===== config.mk =====
export PLATFORM = sky130hd
export DESIGN_NAME = ipipe_core
export DESIGN_NICKNAME = d
export VERILOG_FILES = /design/src/rtl/ipipe_pkg.sv /design/src/rtl/ipipe_decode.sv /design/src/rtl/ipipe_exec.sv /design/src/rtl/ipipe_cacc.sv /design/src/rtl/ipipe_core.sv
export SDC_FILE = /design/constraint.sdc
export NUM_CORES = 1
export LEC_CHECK = 0
export BUFFER_PORTS_ARGS = -buffer_cell sky130_fd_sc_hd__buf_2
export CAP_MARGIN = 25
export CELL_PAD_IN_SITES_DETAIL_PLACEMENT = 0
export CELL_PAD_IN_SITES_GLOBAL_PLACEMENT = 1
export CORE_MARGIN = 10
export CORE_UTILIZATION = 34
export DETAILED_ROUTE_END_ITERATION = 10
export HOLD_SLACK_MARGIN = 0.06
export PLACE_DENSITY_LB_ADDON = 0.2
export SETUP_SLACK_MARGIN = 0.05
export SYNTH_ARGS = -nofsm -noshare
export SYNTH_HDL_FRONTEND = slang
export SYNTH_HIERARCHICAL = 1
export SYNTH_SLANG_ARGS = --single-unit
export TNS_END_PERCENT = 30

===== constraint.sdc =====
create_clock -name clk -period 13.2 [get_ports clk]
set_input_delay 0.66 -clock clk [delete_from_list [all_inputs] [get_ports clk]]
set_output_delay 0.66 -clock clk [all_outputs]
set_load 0.1 [all_outputs]

===== src/rtl/ipipe_pkg.sv =====
package ipipe_pkg;

  localparam int ILEN = 32;
  localparam int OPW  = 6;
  localparam int RIW  = 5;
  localparam int IMW  = 16;
  localparam int CRW  = 3;

  typedef enum logic [OPW-1:0] {
    OP_NOP  = 6'd0,
    OP_ADD  = 6'd1,
    OP_SUB  = 6'd2,
    OP_AND  = 6'd3,
    OP_OR   = 6'd4,
    OP_ADDI = 6'd5,
    OP_LW   = 6'd6,
    OP_SW   = 6'd7
  } opc_e;

  typedef struct packed {
    logic             vld;
    opc_e             op;
    logic [RIW-1:0]   rd;
    logic [RIW-1:0]   rs;
    logic [RIW-1:0]   rt;
    logic [IMW-1:0]   imm;
  } uop_t;

  function automatic logic op_legal(input logic [OPW-1:0] o);
    return (o >= 6'd1) && (o <= 6'd7);
  endfunction

  function automatic logic op_is_mem(input opc_e o);
    return (o == OP_LW) || (o == OP_SW);
  endfunction

  function automatic logic op_reg_form(input opc_e o);
    return (o == OP_ADD) || (o == OP_SUB) || (o == OP_AND) || (o == OP_OR);
  endfunction

endpackage


===== src/rtl/ipipe_decode.sv =====
module ipipe_decode
  import ipipe_pkg::*;
(
  input  logic            clk,
  input  logic            rst,
  input  logic            iq_valid,
  input  logic [ILEN-1:0] iq_instr,
  output logic            iq_take,
  input  logic            ex_ready,
  output uop_t            d_uop
);

  uop_t d_q;
  logic [OPW-1:0] raw_op;

  assign raw_op  = iq_instr[ILEN-1 -: OPW];
  assign iq_take = iq_valid && (!d_q.vld || ex_ready);
  assign d_uop   = d_q;

  always_ff @(posedge clk) begin
    if (rst) begin
      d_q <= '0;
    end else if (iq_take) begin
      d_q.vld <= op_legal(raw_op);
      d_q.op  <= opc_e'(raw_op);
      d_q.rd  <= iq_instr[25:21];
      d_q.rs  <= iq_instr[20:16];
      d_q.rt  <= iq_instr[15:11];
      d_q.imm <= iq_instr[IMW-1:0];
    end else if (ex_ready) begin
      d_q.vld <= 1'b0;
    end
  end


  dec_hold_chk: assert property (@(posedge clk) disable iff (rst)
    (d_q.vld && !ex_ready) |=> $stable(d_q));

endmodule


===== src/rtl/ipipe_exec.sv =====
module ipipe_exec
  import ipipe_pkg::*;
#(
  parameter int DW = 32
) (
  input  logic           clk,
  input  logic           rst,
  input  uop_t           d_uop,
  output logic           ex_ready,
  output logic           rf_rd_req,
  output logic [RIW-1:0] rf_a_idx,
  output logic [RIW-1:0] rf_b_idx,
  input  logic           rf_rd_ok,
  input  logic [DW-1:0]  rf_a_data,
  input  logic [DW-1:0]  rf_b_data,
  input  logic           c_stall,
  output logic           alu_go,
  output logic [RIW-1:0] alu_rd,
  output logic [DW-1:0]  alu_res,
  output logic           mem_go,
  output logic           mem_we,
  output logic [DW-1:0]  mem_addr,
  output logic [DW-1:0]  mem_wdata,
  output logic [RIW-1:0] mem_rd,
  output logic [CRW-1:0] cr
);

  localparam int EXTW = DW - IMW;

  uop_t          e_q;
  logic          adv;
  logic          is_mem;
  logic [DW-1:0] imm_x;
  logic [DW-1:0] opb;

  assign is_mem    = op_is_mem(e_q.op);
  assign imm_x     = {{EXTW{e_q.imm[IMW-1]}}, e_q.imm};
  assign opb       = op_reg_form(e_q.op) ? rf_b_data : imm_x;

  assign rf_rd_req = e_q.vld;
  assign rf_a_idx  = e_q.rs;
  assign rf_b_idx  = op_reg_form(e_q.op) ? e_q.rt : e_q.rd;

  // Execute freezes on a refused read or on any cache-access wait.
  assign adv       = e_q.vld && rf_rd_ok && !c_stall;
  assign ex_ready  = !e_q.vld || adv;

  always_comb begin
    case (e_q.op)
      OP_SUB:  alu_res = rf_a_data - opb;
      OP_AND:  alu_res = rf_a_data & opb;
      OP_OR:   alu_res = rf_a_data | opb;
      default: alu_res = rf_a_data + opb;
    endcase
  end

  assign alu_go    = adv && !is_mem;
  assign alu_rd    = e_q.rd;
  assign mem_go    = adv && is_mem;
  assign mem_we    = (e_q.op == OP_SW);
  assign mem_addr  = rf_a_data + imm_x;
  assign mem_wdata = rf_b_data;
  assign mem_rd    = e_q.rd;

  always_ff @(posedge clk) begin
    if (rst) begin
      e_q <= '0;
    end else if (ex_ready) begin
      e_q <= d_uop;
    end
  end

  always_ff @(posedge clk) begin
    if (rst) begin
      cr <= '0;
    end else if (alu_go) begin
      cr <= {$signed(alu_res) < 0, $signed(alu_res) > 0, alu_res == '0};
    end
  end


  ex_freeze_chk: assert property (@(posedge clk) disable iff (rst)
    (e_q.vld && c_stall) |=> $stable(e_q));

endmodule


===== src/rtl/ipipe_cacc.sv =====
module ipipe_cacc
  import ipipe_pkg::*;
#(
  parameter int DW = 32
) (
  input  logic           clk,
  input  logic           rst,
  input  logic           go,
  input  logic           we_in,
  input  logic [DW-1:0]  addr_in,
  input  logic [DW-1:0]  wdata_in,
  input  logic [RIW-1:0] rd_in,
  output logic           c_stall,
  output logic           mem_req,
  output logic           mem_we,
  output logic [DW-1:0]  mem_addr,
  output logic [DW-1:0]  mem_wdata,
  input  logic           mem_gnt,
  input  logic           mem_rvalid,
  input  logic [DW-1:0]  mem_rdata,
  output logic           ld_go,
  output logic [RIW-1:0] ld_rd,
  output logic [DW-1:0]  ld_data
);

  logic           c_vld;
  logic           c_we;
  logic [RIW-1:0] c_rd;
  logic           req_q;
  logic [DW-1:0]  addr_q;
  logic [DW-1:0]  wdata_q;
  logic           done;

  assign done = c_vld && (c_we ? (req_q && mem_gnt)
                               : (mem_rvalid && (!req_q || mem_gnt)));
  assign c_stall   = c_vld && !done;

  assign mem_req   = req_q;
  assign mem_we    = c_we;
  assign mem_addr  = addr_q;
  assign mem_wdata = wdata_q;

  assign ld_go   = done && !c_we;
  assign ld_rd   = c_rd;
  assign ld_data = mem_rdata;

  always_ff @(posedge clk) begin
    if (rst) begin
      c_vld   <= 1'b0;
      c_we    <= 1'b0;
      c_rd    <= '0;
      req_q   <= 1'b0;
      addr_q  <= '0;
      wdata_q <= '0;
    end else if (go) begin
      c_vld   <= 1'b1;
      c_we    <= we_in;
      c_rd    <= rd_in;
      req_q   <= 1'b1;
      addr_q  <= addr_in;
      wdata_q <= wdata_in;
    end else if (done) begin
      c_vld   <= 1'b0;
      req_q   <= 1'b0;
    end else if (req_q && mem_gnt) begin
      req_q   <= 1'b0;
    end
  end


  req_hold_chk: assert property (@(posedge clk) disable iff (rst)
    (mem_req && !mem_gnt) |=> (mem_req && $stable(mem_addr) &&
                               $stable(mem_we) && $stable(mem_wdata)));


  st_release_chk: assert property (@(posedge clk) disable iff (rst)
    (mem_req && mem_we && mem_gnt) |-> !c_stall);


  ld_wait_chk: assert property (@(posedge clk) disable iff (rst)
    (c_vld && !c_we && !mem_rvalid) |-> c_stall);

endmodule


===== src/rtl/ipipe_core.sv =====
module ipipe_core
  import ipipe_pkg::*;
#(
  parameter int DW = 32
) (
  input  logic            clk,
  input  logic            rst,
  input  logic            iq_valid,
  input  logic [ILEN-1:0] iq_instr,
  output logic            iq_take,
  output logic            rf_rd_req,
  output logic [RIW-1:0]  rf_a_idx,
  output logic [RIW-1:0]  rf_b_idx,
  input  logic            rf_rd_ok,
  input  logic [DW-1:0]   rf_a_data,
  input  logic [DW-1:0]   rf_b_data,
  output logic            mem_req,
  output logic            mem_we,
  output logic [DW-1:0]   mem_addr,
  output logic [DW-1:0]   mem_wdata,
  input  logic            mem_gnt,
  input  logic            mem_rvalid,
  input  logic [DW-1:0]   mem_rdata,
  output logic            wb_a_en,
  output logic [RIW-1:0]  wb_a_idx,
  output logic [DW-1:0]   wb_a_data,
  output logic            wb_m_en,
  output logic [RIW-1:0]  wb_m_idx,
  output logic [DW-1:0]   wb_m_data,
  output logic [CRW-1:0]  cr
);

  uop_t           d_uop;
  logic           ex_ready;
  logic           c_stall;
  logic           alu_go;
  logic [RIW-1:0] alu_rd;
  logic [DW-1:0]  alu_res;
  logic           m_go;
  logic           m_we;
  logic [DW-1:0]  m_addr;
  logic [DW-1:0]  m_wdata;
  logic [RIW-1:0] m_rd;
  logic           ld_go;
  logic [RIW-1:0] ld_rd;
  logic [DW-1:0]  ld_data;

  ipipe_decode u_dec (
    .clk      (clk),
    .rst      (rst),
    .iq_valid (iq_valid),
    .iq_instr (iq_instr),
    .iq_take  (iq_take),
    .ex_ready (ex_ready),
    .d_uop    (d_uop)
  );

  ipipe_exec #(.DW(DW)) u_ex (
    .clk       (clk),
    .rst       (rst),
    .d_uop     (d_uop),
    .ex_ready  (ex_ready),
    .rf_rd_req (rf_rd_req),
    .rf_a_idx  (rf_a_idx),
    .rf_b_idx  (rf_b_idx),
    .rf_rd_ok  (rf_rd_ok),
    .rf_a_data (rf_a_data),
    .rf_b_data (rf_b_data),
    .c_stall   (c_stall),
    .alu_go    (alu_go),
    .alu_rd    (alu_rd),
    .alu_res   (alu_res),
    .mem_go    (m_go),
    .mem_we    (m_we),
    .mem_addr  (m_addr),
    .mem_wdata (m_wdata),
    .mem_rd    (m_rd),
    .cr        (cr)
  );

  ipipe_cacc #(.DW(DW)) u_ca (
    .clk        (clk),
    .rst        (rst),
    .go         (m_go),
    .we_in      (m_we),
    .addr_in    (m_addr),
    .wdata_in   (m_wdata),
    .rd_in      (m_rd),
    .c_stall    (c_stall),
    .mem_req    (mem_req),
    .mem_we     (mem_we),
    .mem_addr   (mem_addr),
    .mem_wdata  (mem_wdata),
    .mem_gnt    (mem_gnt),
    .mem_rvalid (mem_rvalid),
    .mem_rdata  (mem_rdata),
    .ld_go      (ld_go),
    .ld_rd      (ld_rd),
    .ld_data    (ld_data)
  );

  // Writeback latch: two independent slots, refilled every cycle.
  always_ff @(posedge clk) begin
    if (rst) begin
      wb_a_en   <= 1'b0;
      wb_a_idx  <= '0;
      wb_a_data <= '0;
      wb_m_en   <= 1'b0;
      wb_m_idx  <= '0;
      wb_m_data <= '0;
    end else begin
      wb_a_en <= alu_go;
      wb_m_en <= ld_go;
      if (alu_go) begin
        wb_a_idx  <= alu_rd;
        wb_a_data <= alu_res;
      end
      if (ld_go) begin
        wb_m_idx  <= ld_rd;
        wb_m_data <= ld_data;
      end
    end
  end


  cr_value_chk: assert property (@(posedge clk) disable iff (rst)
    wb_a_en |-> (cr == {$signed(wb_a_data) < 0, $signed(wb_a_data) > 0,
                        wb_a_data == '0}));


  cr_keep_chk: assert property (@(posedge clk) disable iff (rst)
    !wb_a_en |-> $stable(cr));


  rf_refuse_chk: assert property (@(posedge clk) disable iff (rst)
    (rf_rd_req && !rf_rd_ok) |=> !wb_a_en);


  mem_wait_chk: assert property (@(posedge clk) disable iff (rst)
    (mem_req && !mem_gnt) |=> !wb_a_en);

endmodule


# Word level (Yosys, flattened, before mapping)
# Cells that the tools add are included.
word_totals:
  output_inout_bits: 157
  ff_bits: 227
  word_cells: 80
classes:
  n_reduce_logical: 29
  bitwise: 2
  muxes: 11
  addsub: 3
  magnitude_cmp: 4
  eq_ne: 6
ops:
  columns: ["op", "n"]
  rows:
  - ["32-bit case mux with 3 select lines", 1]
  - ["32-bit adder", 2]
  - ["32-bit bitwise AND", 1]
  - ["32-bit by 1-bit > comparator with 1-bit output, second input constant", 1]
  - ["32-bit logical NOT", 1]
  - ["32-bit by 1-bit < comparator with 1-bit output, second input constant", 1]
  - ["32-bit two-way mux", 1]
  - ["32-bit OR", 1]
  - ["32-bit subtractor", 1]
  - ["6-bit by 3-bit == test with 1-bit output, second input constant", 3]
  - ["6-bit by 2-bit == test with 1-bit output, second input constant", 2]
  - ["1-bit logical AND", 11]
  - ["1-bit two-way mux", 8]
  - ["1-bit logical NOT", 7]
  - ["1-bit logical OR", 7]
  - ["6-bit by 1-bit == test with 1-bit output, second input constant", 1]
  - ["6-bit by 1-bit greater-or-equal comparator with 1-bit output, second input constant", 1]
  - ["6-bit by 3-bit less-or-equal comparator with 1-bit output, second input constant", 1]
  - ["5-bit two-way mux", 1]
  - ["2-bit nonzero test", 2]
  - ["3-bit nonzero test", 1]

# Logic depth before layout (Yosys ltp)
# Gate-level depths: netlist (run 1).
logic_depth:
  ltp_word: 13
  mapped_depth: 23
  depth_no_buf: 20

# Hierarchy
# The synthesis (run 1) kept the hierarchy.
modules_own_cells:
  columns: ["mod", "cells_per_inst", "n_inst", "area_each_um2"]
  rows:
  - ["ipipe_exec", 1115, 1, 7616.1]
  - ["ipipe_cacc", 268, 1, 2855.2]
  - ["ipipe_core", 242, 1, 2686.3]
  - ["ipipe_decode", 159, 1, 1331.3]

# Least setup slack after synthesis (run 1)
# No wires, ideal clock.
synth_path:
  kind: "register to register"
  start: "register u_ex/e_q[36] (netlist bit)"
  end: "register u_ex.cr[0]"
  setup_ps: 93
  stages_incl_launch_ff: 21
  period_less_slack_ps: 5493
  required_time_ps: 13107
  arrival_time_ps: 5400
  path_slack_ps: 7707
  path_cell_list: "dfxtp_1 or3_4 nor3_2 mux2i_1 nand3_1 or4_1 nand2_1 xnor2_1 a21oi_1 ha_1 buf_2 and2_1 a31oi_1 a211oi_1 a21o_1 a31oi_1 and4b_1 or4b_1 or4_1 or3_1 o32ai_1"
synth_between:
  elab_chain_len: 8
  word_cells_on_any_way: 19
  cone_classes: "2 x add/sub; 6 x eq/ne; 2 x mux; 2 x bitwise; 7 x reduce/logical"
synth_lines:
  columns: ["element", "line", "source"]
  rows:
  - ["start, declared", "ipipe_exec.sv:30", "uop_t e_q;"]
  - ["start signal, assigned", "ipipe_exec.sv:69", "e_q <= d_uop;"]
  - ["6-bit by 1-bit == test with 1-bit output or 6-bit by 2-bit == test with 1-bit output (tied branches)", "ipipe_pkg.sv:38, ipipe_exec.sv:49", null]
  - ["1-bit logical OR (3 in a row)", "ipipe_pkg.sv:38", "return (o == OP_ADD) || (o == OP_SUB) || (o == OP_AND) || (o == OP_OR);"]
  - ["32-bit two-way mux", "ipipe_exec.sv:38", "assign opb = op_reg_form(e_q.op) ? rf_b_data : imm_x;"]
  - ["32-bit adder, or another cell as far along", "ipipe_exec.sv:53", "default: alu_res = rf_a_data + opb;"]
  - ["32-bit case mux with 3 select lines", "ipipe_exec.sv:49", "case (e_q.op)"]
  - ["32-bit logical NOT", "ipipe_exec.sv:77", "cr <= {$signed(alu_res) < 0, $signed(alu_res) > 0, alu_res == '0};"]
  - ["end signal, assigned", "ipipe_exec.sv:77", null]
  - ["end, declared", "ipipe_exec.sv:25", "output logic [CRW-1:0] cr"]
# Several ways; a longest one is shown, not always the timed one.
# A chain may end at the register's enable or synchronous reset.

# Final worst setup path (run 1)
layout_path:
  start: "register u_ex/e_q[32] (netlist bit)"
  end: "register u_ex.cr[0]"
# The elaborated chain is that of the path after synthesis.

==> out/qor.txt, run 1 <==
status -> finished, final reports clean
layout cells sized above 1 -> 19.7%
Max-Cap Viols -> 0
Setup Buffers After CTS -> 0
CP Launch Type -> flop
Yosys warning total -> 6
Total GRT Usage -> 20.5%
worst r2r dst -> u_ex/cr[0]
core area -> 0.0420 mm2
I/O Buffers -> 290
synth cell count leaders -> dfxtp_1, nor2_1, nand2_1
DR pass1 iterations -> 6
# DRC -> 0
hold path start -> mem_rdata[31]
# rows -> 75
P_leak -> 6.93 nW
RSZ-0062 raised after global routing -> no
Hold Path Class -> in2reg
sequential element share of the synthesized area -> 30.7%
Final WS setup -> 6.88 ns
Fin Setup TNS -> 0 ns
Crit. End Element -> flop
clk slew on worst S/H paths -> 0.06 ns
top-count cell post-synth -> dfxtp_1
CTS H-Tree Depth -> 1
Hold Vio Cnt, Final -> 0
CP Data Required Time -> 13.66 ns
Post-Synthesis Cells -> 1784
final max-slew violation count -> 0
Top FF cell, synth -> dfxtp_1
synthesized cell area -> 0.0145 mm2
EDFF count, synth -> 0
Hold Path Stages -> 3
worst slew pin tran -> 0.982 ns
CTS tree -> yes
Yosys reg bits -> 222
crit share post-route -> 47.9%
IO Count -> 291
Period minus WS final -> 6.32 ns
post-DR vias/cell -> 5.35
type of the worst setup path -> reg2reg
Routed WL -> 54800 um
post-synth top area share -> 30.7%
post-synth top area cell -> dfxtp_1
hpwl dp -> 42400 um
Rel. slew slack -> 34.0%
Chip Width -> 226 um
first-pass GRT wire length -> 81200 um
antenna violations before repair -> 8
PwrDens -> 126 mW/mm2
Max clock buf depth -> 3
Max IR drop VDD -> 0.0000856 V
DRT iter0 DRCs -> 915
largest net degree at the start of global routing -> 138
Total Power -> 0.00207 W
Die H -> 226 um
Final Skew -> 0.0126 ns
crit path max fanout -> 28
WL/cell -> 21.9 um
reg2reg setup slack -> 6.88 ns
grt total ovfl -> 0
R2R depth -> 20
Worst Hold End -> wb_m_data[31]
CTS buffer count -> 27
CP arrival -> 6.78 ns
number of nets in the layout -> 2137
Final ANT Viol Nets -> 0
fmax -> 0.158 GHz
Initial Util -> 34.5%
worst reg2reg startpoint -> u_ex/e_q[32]
clk_lat worst skew -> 0.57 ns
Hold Buf Count CTS -> 0
RePlAce Congestion -> 0.891
Async SR Flop Fraction -> 0%
Place WS -> 6.90 ns
root buffer cell -> clkbuf_16
clock sink count -> 222
final setup fails -> 0
Avg Cell Area, Syn -> 8.12 um2
Area growth syn-to-layout -> 13.5%
vias in the first global route -> 12900
post-synth cell types -> 88
post-synth net total -> 1984
Resized cells post-CTS -> 0
synth top area cells -> dfxtp_1, mux2i_1, nor2_1
die area -> 0.0513 mm2
via count -> 13400
[per-stage QoR]
stage	hold WS (ns)	instance area [um2]	cells	util (%)
6_report	0.333	16400	2497	39.1
5_1_grt	0.316	16400	2495	39.1
4_1_cts	0.305	16400	2493	39.0
3_5_place_dp	0.443	15500	2446	36.9
3_3_place_gp	0.438	15500	2445	36.9
2_1_floorplan	0.432	14500	1784	-
[worst max path at each step]
stage	startpoint	to	slack, ns	cells past startpoint
after floorplan	u_ex/e_q[36]	u_ex/cr[0]	7.71	20
after CTS	u_ex/e_q[32]	u_ex/cr[0]	6.96	20
after global placement	rf_b_data[2]	u_ex/cr[0]	6.91	20
after global routing	u_ex/e_q[32]	u_ex/cr[0]	6.57	20
after detailed placement	rf_b_data[2]	u_ex/cr[0]	6.90	20
final	u_ex/e_q[32]	u_ex/cr[0]	6.88	20
[flip-flops by register name, indices dropped and copies added, names as in the netlist, 3 cells and up]
name / flops
u_dec/d_uop: 33
u_ex/rf_a_idx: 5
u_ex/e_q: 27
wb_m_data: 32
u_ca/mem_addr: 32
u_ca/ld_rd: 5
wb_a_idx: 5
wb_m_idx: 5
u_ex/cr: 3
wb_a_data: 32
u_ex/alu_rd: 5
u_ca/mem_wdata: 32
[layout by cell type, fill, tap and decap left out, types with 21 or more instances in the layout]
master       n
a21o_1      21
o21ai_1     24
xor2_1      29
ha_1        64
nor2_1     218
buf_2      289
nor3_1      22
dfxtp_1    222
o21ai_0     70
inv_1       28
nand3_1     57
nand2_1    193
clkbuf_16   27
a21oi_1    153
mux2i_1    160
xnor2_1     50
[critical path: stages (launching register included)]
cell and delay [ns]:
dfxtp_1 0.46, or3_1 0.45, nand3_1 0.15, buf_4 0.34
mux2i_1 0.49, nand3_1 0.34, or4_1 0.63, nand2_1 0.12
xnor2_1 0.13, a21oi_1 0.09, ha_1 0.46, and2_1 0.16
a31oi_1 0.05, a211oi_1 0.41, a21o_1 0.18, a31oi_1 0.05
and4b_1 0.24, or4b_1 0.49, or4_1 0.50, or3_1 0.36
o32ai_1 0.12
[cell type report]
cell class | count | area (um2)
inverter | 29 | 109
sequential | 222 | 4440
clock buffer | 38 | 757
tap | 539 | 674
antenna | 3 | 7.51
clock inverter | 9 | 135
fill | 4477 | 25600
multi-input combinational | 1346 | 8670
timing repair buffer | 311 | 1640
[where the power goes]
part	internal, W	switching [W]
logic	0.000227	0.000401
clock network	0.000457	0.000295
registers	0.000681	0.0000107
[kinds of logic after synthesis]
group / synth area share, %
and+or+nand+nor: 19.5
AOI/OAI and AO/OA: 18.5
DFF: 30.7
buffers and inverters: 9.70
muxes: 11.1
xor gates and xnor gates: 4.78
adders and majority gates: 5.80
[layer usage]
metal  vias to the layer above  wire length [um]  part of all wire [%]  global-route usage [%]
met4                        10              1810                   3.3                    6.99
met1                      6322             22900                    42                    25.0
li1                       6533                 -                     -                       -
met5                         -                58                  0.11                       0
met2                       406             26800                    49                    35.7
met3                        97              3210                   5.9                    3.27
No activity file was read; power rests on OpenSTA's default activity.
==> run 2: changes to the inputs <==
--- a/config.mk
+++ b/config.mk
@@ -5,6 +5,7 @@
 export SDC_FILE = /design/constraint.sdc
 export NUM_CORES = 1
 export LEC_CHECK = 0
+export ABC_AREA = 1
 export BUFFER_PORTS_ARGS = -buffer_cell sky130_fd_sc_hd__buf_2
 export CAP_MARGIN = 25
 export CELL_PAD_IN_SITES_DETAIL_PLACEMENT = 0
==> constraint.sdc (replaced) <==
create_clock -name clk -period 6.5 [get_ports clk]
set_input_delay 0.325 -clock clk [delete_from_list [all_inputs] [get_ports clk]]
set_output_delay 0.325 -clock clk [all_outputs]
set_load 0.1 [all_outputs]
==> out/qor.txt, run 2 <==
status -> finished, final reports clean
fill cell count -> 4803 (+7.3%)
Synth Area in XOR/XNOR -> 3.32% (-1.5 points)
Total GRT Usage -> 19.3% (-1.2 points)
PwrDens -> 241 mW/mm2 (+92%)
R2R depth -> 27 (+35%)
number of nets in the layout -> 2810 (+31%)
register share of total power -> 32.8% (-0.6 points)
Chip Width -> 230 um (+1.6%)
IO Count -> 291 (unchanged)
CP max stage cell -> nand2_2
Combinational Power Share -> 33.6% (+3.3 points)
Max IR drop VDD -> 0.000146 V (+71%)
synth cell count leaders -> nand2_1, nor2_1, inv_1
most common cell after layout, fill and taps aside -> nand2_1
antenna violations before repair -> 4 (-4)
CTS buffer count -> 27 (unchanged)
I/O Buffers -> 290 (unchanged)
hold_ws -> 0.0882 ns (-0.245 ns)
layout cells sized above 1 -> 15.6% (-4.2 points)
crit path max fanout -> 30 (+7.1%)
CP Launch Type -> flop
reg2reg setup slack -> 1.23 ns (-5.64 ns)
Worst Hold End -> u_ca/mem_wdata[15]
hpwl dp -> 41700 um (-1.7%)
Place WS -> 1.13 ns (-5.78 ns)
post-synth net total -> 2562 (+29%)
synth top area cells -> dfxtp_1, nand2_1, nor2_1
CP Data Required Time -> 7.00 ns (-6.66 ns)
worst reg2reg startpoint -> u_ex/e_q[36]
# DRC -> 0 (unchanged)
Rel. slew slack -> 42.2% (+8.1 points)
final setup fails -> 0 (unchanged)
hold path start -> rf_b_data[15]
Die H -> 230 um (+1.6%)
synthesized cell area -> 0.0150 mm2 (+3.6%)
CP bufs+invs -> 0 (-1)
Final ANT Viol Nets -> 0 (unchanged)
Yosys reg bits -> 222 (unchanged)
worst r2r dst -> u_ex/cr[0]
WL/cell -> 16.6 um (-24%)
type of the worst setup path -> reg2reg
crit share post-route -> 81.0% (+33 points)
clk slew on worst S/H paths -> 0.06 ns (about the same)
Switching Share -> 37.2% (+3.1 points)
simple-gate share of the synthesized area -> 34.1% (+15 points)
Top FF cell, synth -> dfxtp_1
P_leak -> 9.21 nW (+33%)
Final WS setup -> 1.23 ns (-5.64 ns)
Initial Util -> 34.6% (+0.17 points)
Clock power frac -> 33.6% (-2.7 points)
final max-slew violation count -> 0 (unchanged)
die area -> 0.0530 mm2 (+3.3%)
crit-path most repeated cell -> nand2_1
critical path launch point -> u_ex/e_q[36]
clk_lat worst skew -> 0.57 ns (about the same)
logic depth of the worst path, buffers included -> 27 (+35%)
Period minus WS final -> 5.27 ns (-1.06 ns)
Hold Path Class -> in2reg
root buffer cell -> clkbuf_16
EDFF count, synth -> 0 (unchanged)
clock sink count -> 222 (unchanged)
multiplexer share of the synthesized area -> 0% (-11 points)
Yosys warning total -> 6 (unchanged)
area fraction in compound gates after synthesis -> 12.3% (-6.2 points)
internal power -> 0.00271 W (+98%)
max FFs per register -> 33 (unchanged)
fmax -> 0.190 GHz (+20%)
largest net degree at the start of global routing -> 79 (-43%)
RSZ-0062 raised after global routing -> no
non-filler cells, final -> 3215 (+29%)
core area -> 0.0434 mm2 (+3.1%)
DRT iter0 DRCs -> 928 (+1.4%)
main combinational cell family by area after synthesis -> simple AND/OR/NAND/NOR gates
Crit. End Element -> flop
Max clock buf depth -> 3 (unchanged)
CTS tree -> yes
Async SR Flop Fraction -> 0% (unchanged)
via count -> 14900 (+11%)
Largest stage delay, worst path -> 0.55 ns (-0.08 ns)
post-synth cell types -> 55 (-38%)
grt total ovfl -> 0 (unchanged)
first-pass GRT wire length -> 81900 um (+0.86%)
Post-Synth Adder-Cell Area -> 5.60% (-0.20 points)
Top delay family on crit path -> simple AND/OR/NAND/NOR gates
# rows -> 76 (+1.3%)
CTS H-Tree Depth -> 1 (unchanged)
top-count cell post-synth -> nand2_1
Fin Setup TNS -> 0 ns (unchanged)
Hold Path Stages -> 3 (unchanged)
commonest cells after routing, fill and taps aside -> nand2_1, nor2_1, buf_2
Max-Cap Viols -> 0 (unchanged)
placed cell count -> 3074 (+26%)
DR pass1 iterations -> 5 (-1)
sequential element share of the synthesized area -> 29.6% (-1.1 points)
switching pwr -> 0.00161 W (+130%)
Final Skew -> 0.0184 ns (+0.00573 ns)
Routed WL -> 53300 um (-2.6%)
CP arrival -> 5.76 ns (-1.02 ns)
Post-Synthesis Cells -> 2362 (+32%)
RePlAce Congestion -> 0.875 (-1.8%)
vias in the first global route -> 14300 (+10%)
post-synth top area cell -> dfxtp_1
post-synth top area share -> 29.6% (-1.1 points)
Area growth syn-to-layout -> 19.0%
Avg Cell Area, Syn -> 6.36 um2 (-22%)
Hold Vio Cnt, Final -> 0 (unchanged)
worst slew pin tran -> 0.868 ns (-0.114 ns)
post-DR vias/cell -> 4.63 (-13%)
[run 2: cell count changes after synthesis, moves of 14 or more]
cell      previous run  this run
nand2_2              1        15
nand2_1            193       706
nand3_1             57        86
a21o_1              21         3
nor2_1             218       336
a22oi_1             16         0
xor2_1              29        43
a21oi_1            153       181
nand2b_1            19         0
mux2i_1            160         0
xnor2_1             50        14
inv_1               28       277
[run 2: area by class of cell]
cell class / count / area [um2] / share of cell area (%)
Sequential cell: 222 / 4440 / 24.9
Clock buffer: 41 / 788 / 4.41
Multi-Input combinational cell: 1683 / 8310 / 46.5
Inverter: 285 / 1080 / 6.05
Clock inverter: 6 / 52.6 / 0.294
Antenna cell: 2 / 5.00 / 0.0280
Timing Repair Buffer: 391 / 2450 / 13.7
Tap cell: 585 / 732 / 4.10
[run 2: cell families (layout without fill, tap and decap cells)]
kind of cell	Yosys count	in the layout
compound gates	336	336
xor+xnor	57	57
fa+ha+maj	66	66
buf+inv	457	723
flops	222	222
other cells	0	2
simple gates	1224	1224
[run 2: per-stage QoR]
| step | power [W] | instance area, um2 | utilization, % |
|---|---|---|---|
| floorplan | 0.00251 | 15000 | - |
| global placement | 0.00285 | 16100 | 37.1 |
| detailed placement | 0.00284 | 16100 | 37.1 |
| CTS | 0.00437 | 17900 | 41.2 |
| global route | 0.00462 | 17900 | 41.2 |
| finish | 0.00431 | 17900 | 41.2 |
[run 2: power by group through the flow]
stage / sequential [W] / combinational [W] / clock [W]
after detailed placement: 0.00144 / 0.00140 / 0
after CTS: 0.00141 / 0.00145 / 0.00150
after global routing: 0.00142 / 0.00166 / 0.00154
after global placement: 0.00144 / 0.00140 / 0
after floorplan: 0.00146 / 0.00105 / 0
final: 0.00141 / 0.00145 / 0.00145
[run 2: worst max path at each step]
stage,end,slack (ns)
2_1_floorplan,u_ex/cr[1],2.59
3_3_place_gp,u_ex/cr[0],1.11
3_5_place_dp,u_ex/cr[1],1.13
4_1_cts,u_ex/cr[0],1.11
5_1_grt,u_ex/cr[1],0.69
6_report,u_ex/cr[0],1.23
[run 2: tightest hold or removal path: stages]
cell and delay [ns]:
buf_2 0.14, nand2_1 0.08, a21oi_1 0.06
[run 2: repair_timing]
action                    CTS  global route
hold endpoints to repair   92             0
setup buffers               0             0
resized for setup           0             0
hold buffers               92             0
[run 2: routing by layer]
layer | global-route usage, % | vias up | part of all wire (%)
met1 | 26.6 | 6682 | 49
met2 | 30.2 | 331 | 44
met3 | 3.45 | 57 | 5.2
met4 | 4.89 | 2 | 2.2
met5 | 0 | - | 0.028
li1 | - | 7818 | -
==> run 3: changes to the inputs <==
==> constraint.sdc (replaced) <==
create_clock -name clk -period 4.42 [get_ports clk]
set_input_delay 0.221 -clock clk [delete_from_list [all_inputs] [get_ports clk]]
set_output_delay 0.221 -clock clk [all_outputs]
set_load 0.1 [all_outputs]
==> out/qor.txt, run 3 (same netlist as run 2, synthesis figures left out) <==
hpwl dp -> 42400 um (+1.8%)
Top delay family on crit path -> simple AND/OR/NAND/NOR gates
number of nets in the layout -> 2919 (+3.9%)
CTS buffer count -> 27 (unchanged)
Final Skew -> 0.0184 ns (+0.0000329 ns)
Period minus WS final -> 4.41 ns (-0.853 ns)
Largest stage delay, worst path -> 0.41 ns (-0.14 ns)
Total GRT Usage -> 19.5% (+0.20 points)
clk_lat worst skew -> 0.57 ns (about the same)
# rows -> 76 (unchanged)
hold_ws -> 0.116 ns (+0.0282 ns)
final core utilization -> 44.1% (+2.9 points)
Post-DP Area -> 0.0167 mm2 (+3.9%)
Crit. End Element -> flop
CTS tree -> yes
root buffer cell -> clkbuf_16
Die H -> 230 um (unchanged)
Clock power frac -> 34.1% (+0.5 points)
Rel. slew slack -> 37.9% (-4.3 points)
final max-slew violation count -> 0 (unchanged)
Final ANT Viol Nets -> 0 (unchanged)
status -> finished, final reports clean
register share of total power -> 29.9% (-2.9 points)
commonest cells after routing, fill and taps aside -> nand2_1, nor2_1, buf_2
DR pass1 iterations -> 7 (+2)
RSZ-0062 raised after global routing -> yes
CP Data Required Time -> 4.84 ns (-2.16 ns)
via count -> 15300 (+2.5%)
Fin Setup TNS -> 0 ns (unchanged)
register area -> 0.00445 mm2 (about the same)
PwrDens -> 363 mW/mm2 (+51%)
Worst Hold End -> wb_m_en
IO Count -> 291 (unchanged)
I/O Buffers -> 290 (unchanged)
area of the multi-input gates -> 0.00856 mm2 (+3.0%)
Combinational Power Share -> 36.0% (+2.4 points)
Area growth syn-to-layout -> 27.4%
first-pass GRT wire length -> 83000 um (+1.3%)
clk slew on worst S/H paths -> 0.06 ns (about the same)
Routed WL -> 54300 um (+1.8%)
final instance area -> 0.0191 mm2 (+7.1%)
core area -> 0.0434 mm2 (unchanged)
largest net degree at the start of global routing -> 87 (+10%)
type of the worst setup path -> reg2reg
WL/cell -> 16.3 um (-1.6%)
CP max stage cell -> dfxtp_1
R2R depth -> 32 (+19%)
Hold Path Stages -> 2 (-1)
CTS H-Tree Depth -> 1 (unchanged)
die area -> 0.0530 mm2 (unchanged)
clock sink count -> 222 (unchanged)
hold path start -> rst
Max-Cap Viols -> 0 (unchanged)
fill cell count -> 4716 (-1.8%)
crit share post-route -> 99.9% (+19 points)
Max clock buf depth -> 3 (unchanged)
RePlAce Congestion -> 0.929 (+6.1%)
internal power -> 0.00447 W (+65%)
Chip Width -> 230 um (unchanged)
worst slew pin tran -> 0.932 ns (+0.0641 ns)
P_leak -> 9.86 nW (+7.1%)
placed cell count -> 3155 (+2.6%)
worst reg2reg startpoint -> u_ex/e_q[34]
worst r2r dst -> u_ex/cr[1]
most common cell after layout, fill and taps aside -> nand2_1
# DRC -> 0 (unchanged)
Hold Vio Cnt, Final -> 0 (unchanged)
fmax -> 0.227 GHz (+19%)
post-DR vias/cell -> 4.59 (-0.97%)
CP Launch Type -> flop
Initial Util -> 34.6% (unchanged)
non-filler cells, final -> 3327 (+3.5%)
Hold Path Class -> in2reg
antenna violations before repair -> 5 (+1)
grt total ovfl -> 0 (unchanged)
CP bufs+invs -> 4 (+4)
DRT iter0 DRCs -> 866 (-6.7%)
max FFs per register -> 33 (unchanged)
Switching Share -> 35.8% (-1.5 points)
CP arrival -> 4.84 ns (-0.92 ns)
Max IR drop VDD -> 0.000257 V (+76%)
reg2reg setup slack -> 0.007 ns (-1.23 ns)
vias in the first global route -> 14500 (+1.6%)
crit-path most repeated cell -> nand2_1
layout cells sized above 1 -> 21.2% (+5.6 points)
crit path max fanout -> 14 (-53%)
switching pwr -> 0.00249 W (+55%)
final setup fails -> 0 (unchanged)
==> run 3: changes by cell type in the layout (fill, tap and decap cells not counted), sizes merged <==
cell	previous run	this run
buf	299	399
bufbuf	0	1
clkinv	6	7
dlygate4sd3	92	100
clkbuf	41	36
clkinvlp	0	2
bufinv	0	4
diode	2	3
==> run 3: cell type report <==
type | count | share of cell area, %
Inverter | 285 | 5.65
Clock buffer | 36 | 4.02
Sequential cell | 222 | 23.2
Tap cell | 585 | 3.83
Multi-Input combinational cell | 1683 | 44.7
Antenna cell | 3 | 0.0392
Timing Repair Buffer | 500 | 17.5
Clock inverter | 13 | 1.01
==> run 3: worst max-delay path by stage <==
stage                             to  cells past startpoint  slack, ns         start
after global placement    u_ex/cr[0]                     31      -0.09  u_ex/e_q[32]
final                     u_ex/cr[1]                     32      0.007  u_ex/e_q[34]
after global routing      u_ex/cr[0]                     34      -0.30  u_ex/e_q[36]
after detailed placement  u_ex/cr[0]                     33      -0.17  u_ex/e_q[32]
after floorplan           u_ex/cr[1]                     32       0.51  u_ex/e_q[36]
after CTS                 u_ex/cr[0]                     33       0.05  u_ex/e_q[33]
==> run 3: what timing repair did <==
action                                  in CTS  in global routing
resized for setup                           28                 60
pin swaps                                   10                 18
hold endpoints to repair                    99                  0
hold buffers                               100                  0
gates cloned                                 1                  0
setup buffers                                5                 14
endpoints found under the setup margin       8                 12
==> run 3: routing by layer <==
layer	part of all wire, %	wire length (um)	track usage [%]
met2	44	23700	30.5
met3	5.3	2870	3.55
met1	48	26200	26.6
met5	0.070	38	0
met4	2.6	1420	5.82
==> run 3: metrics by stage <==
| stage | setup WS [ns] | total power, W |
|---|---|---|
| 2_1_floorplan | 0.506 | 0.00369 |
| 3_3_place_gp | -0.0854 | 0.00439 |
| 3_5_place_dp | -0.169 | 0.00438 |
| 4_1_cts | 0.0504 | 0.00692 |
| 5_1_grt | -0.302 | 0.00741 |
| 6_report | 0.00655 | 0.00695 |
==> run 3: power groups by stage <==
stage | registers (W) | clock network (W) | logic, W
3_5_place_dp | 0.00212 | 0 | 0.00226
4_1_cts | 0.00208 | 0.00246 | 0.00239
5_1_grt | 0.00208 | 0.00252 | 0.00281
3_3_place_gp | 0.00212 | 0 | 0.00227
2_1_floorplan | 0.00215 | 0 | 0.00154
6_report | 0.00208 | 0.00237 | 0.00250
==> run 3: worst register-to-register path: cells and delay by family, from the launching register on <==
family	cells	cell delay [ns]
compound gates	4	0.57
xor+xnor	1	0.16
fa+ha+maj	1	0.37
buf+inv	4	0.51
flops	1	0.41
simple gates	22	2.28
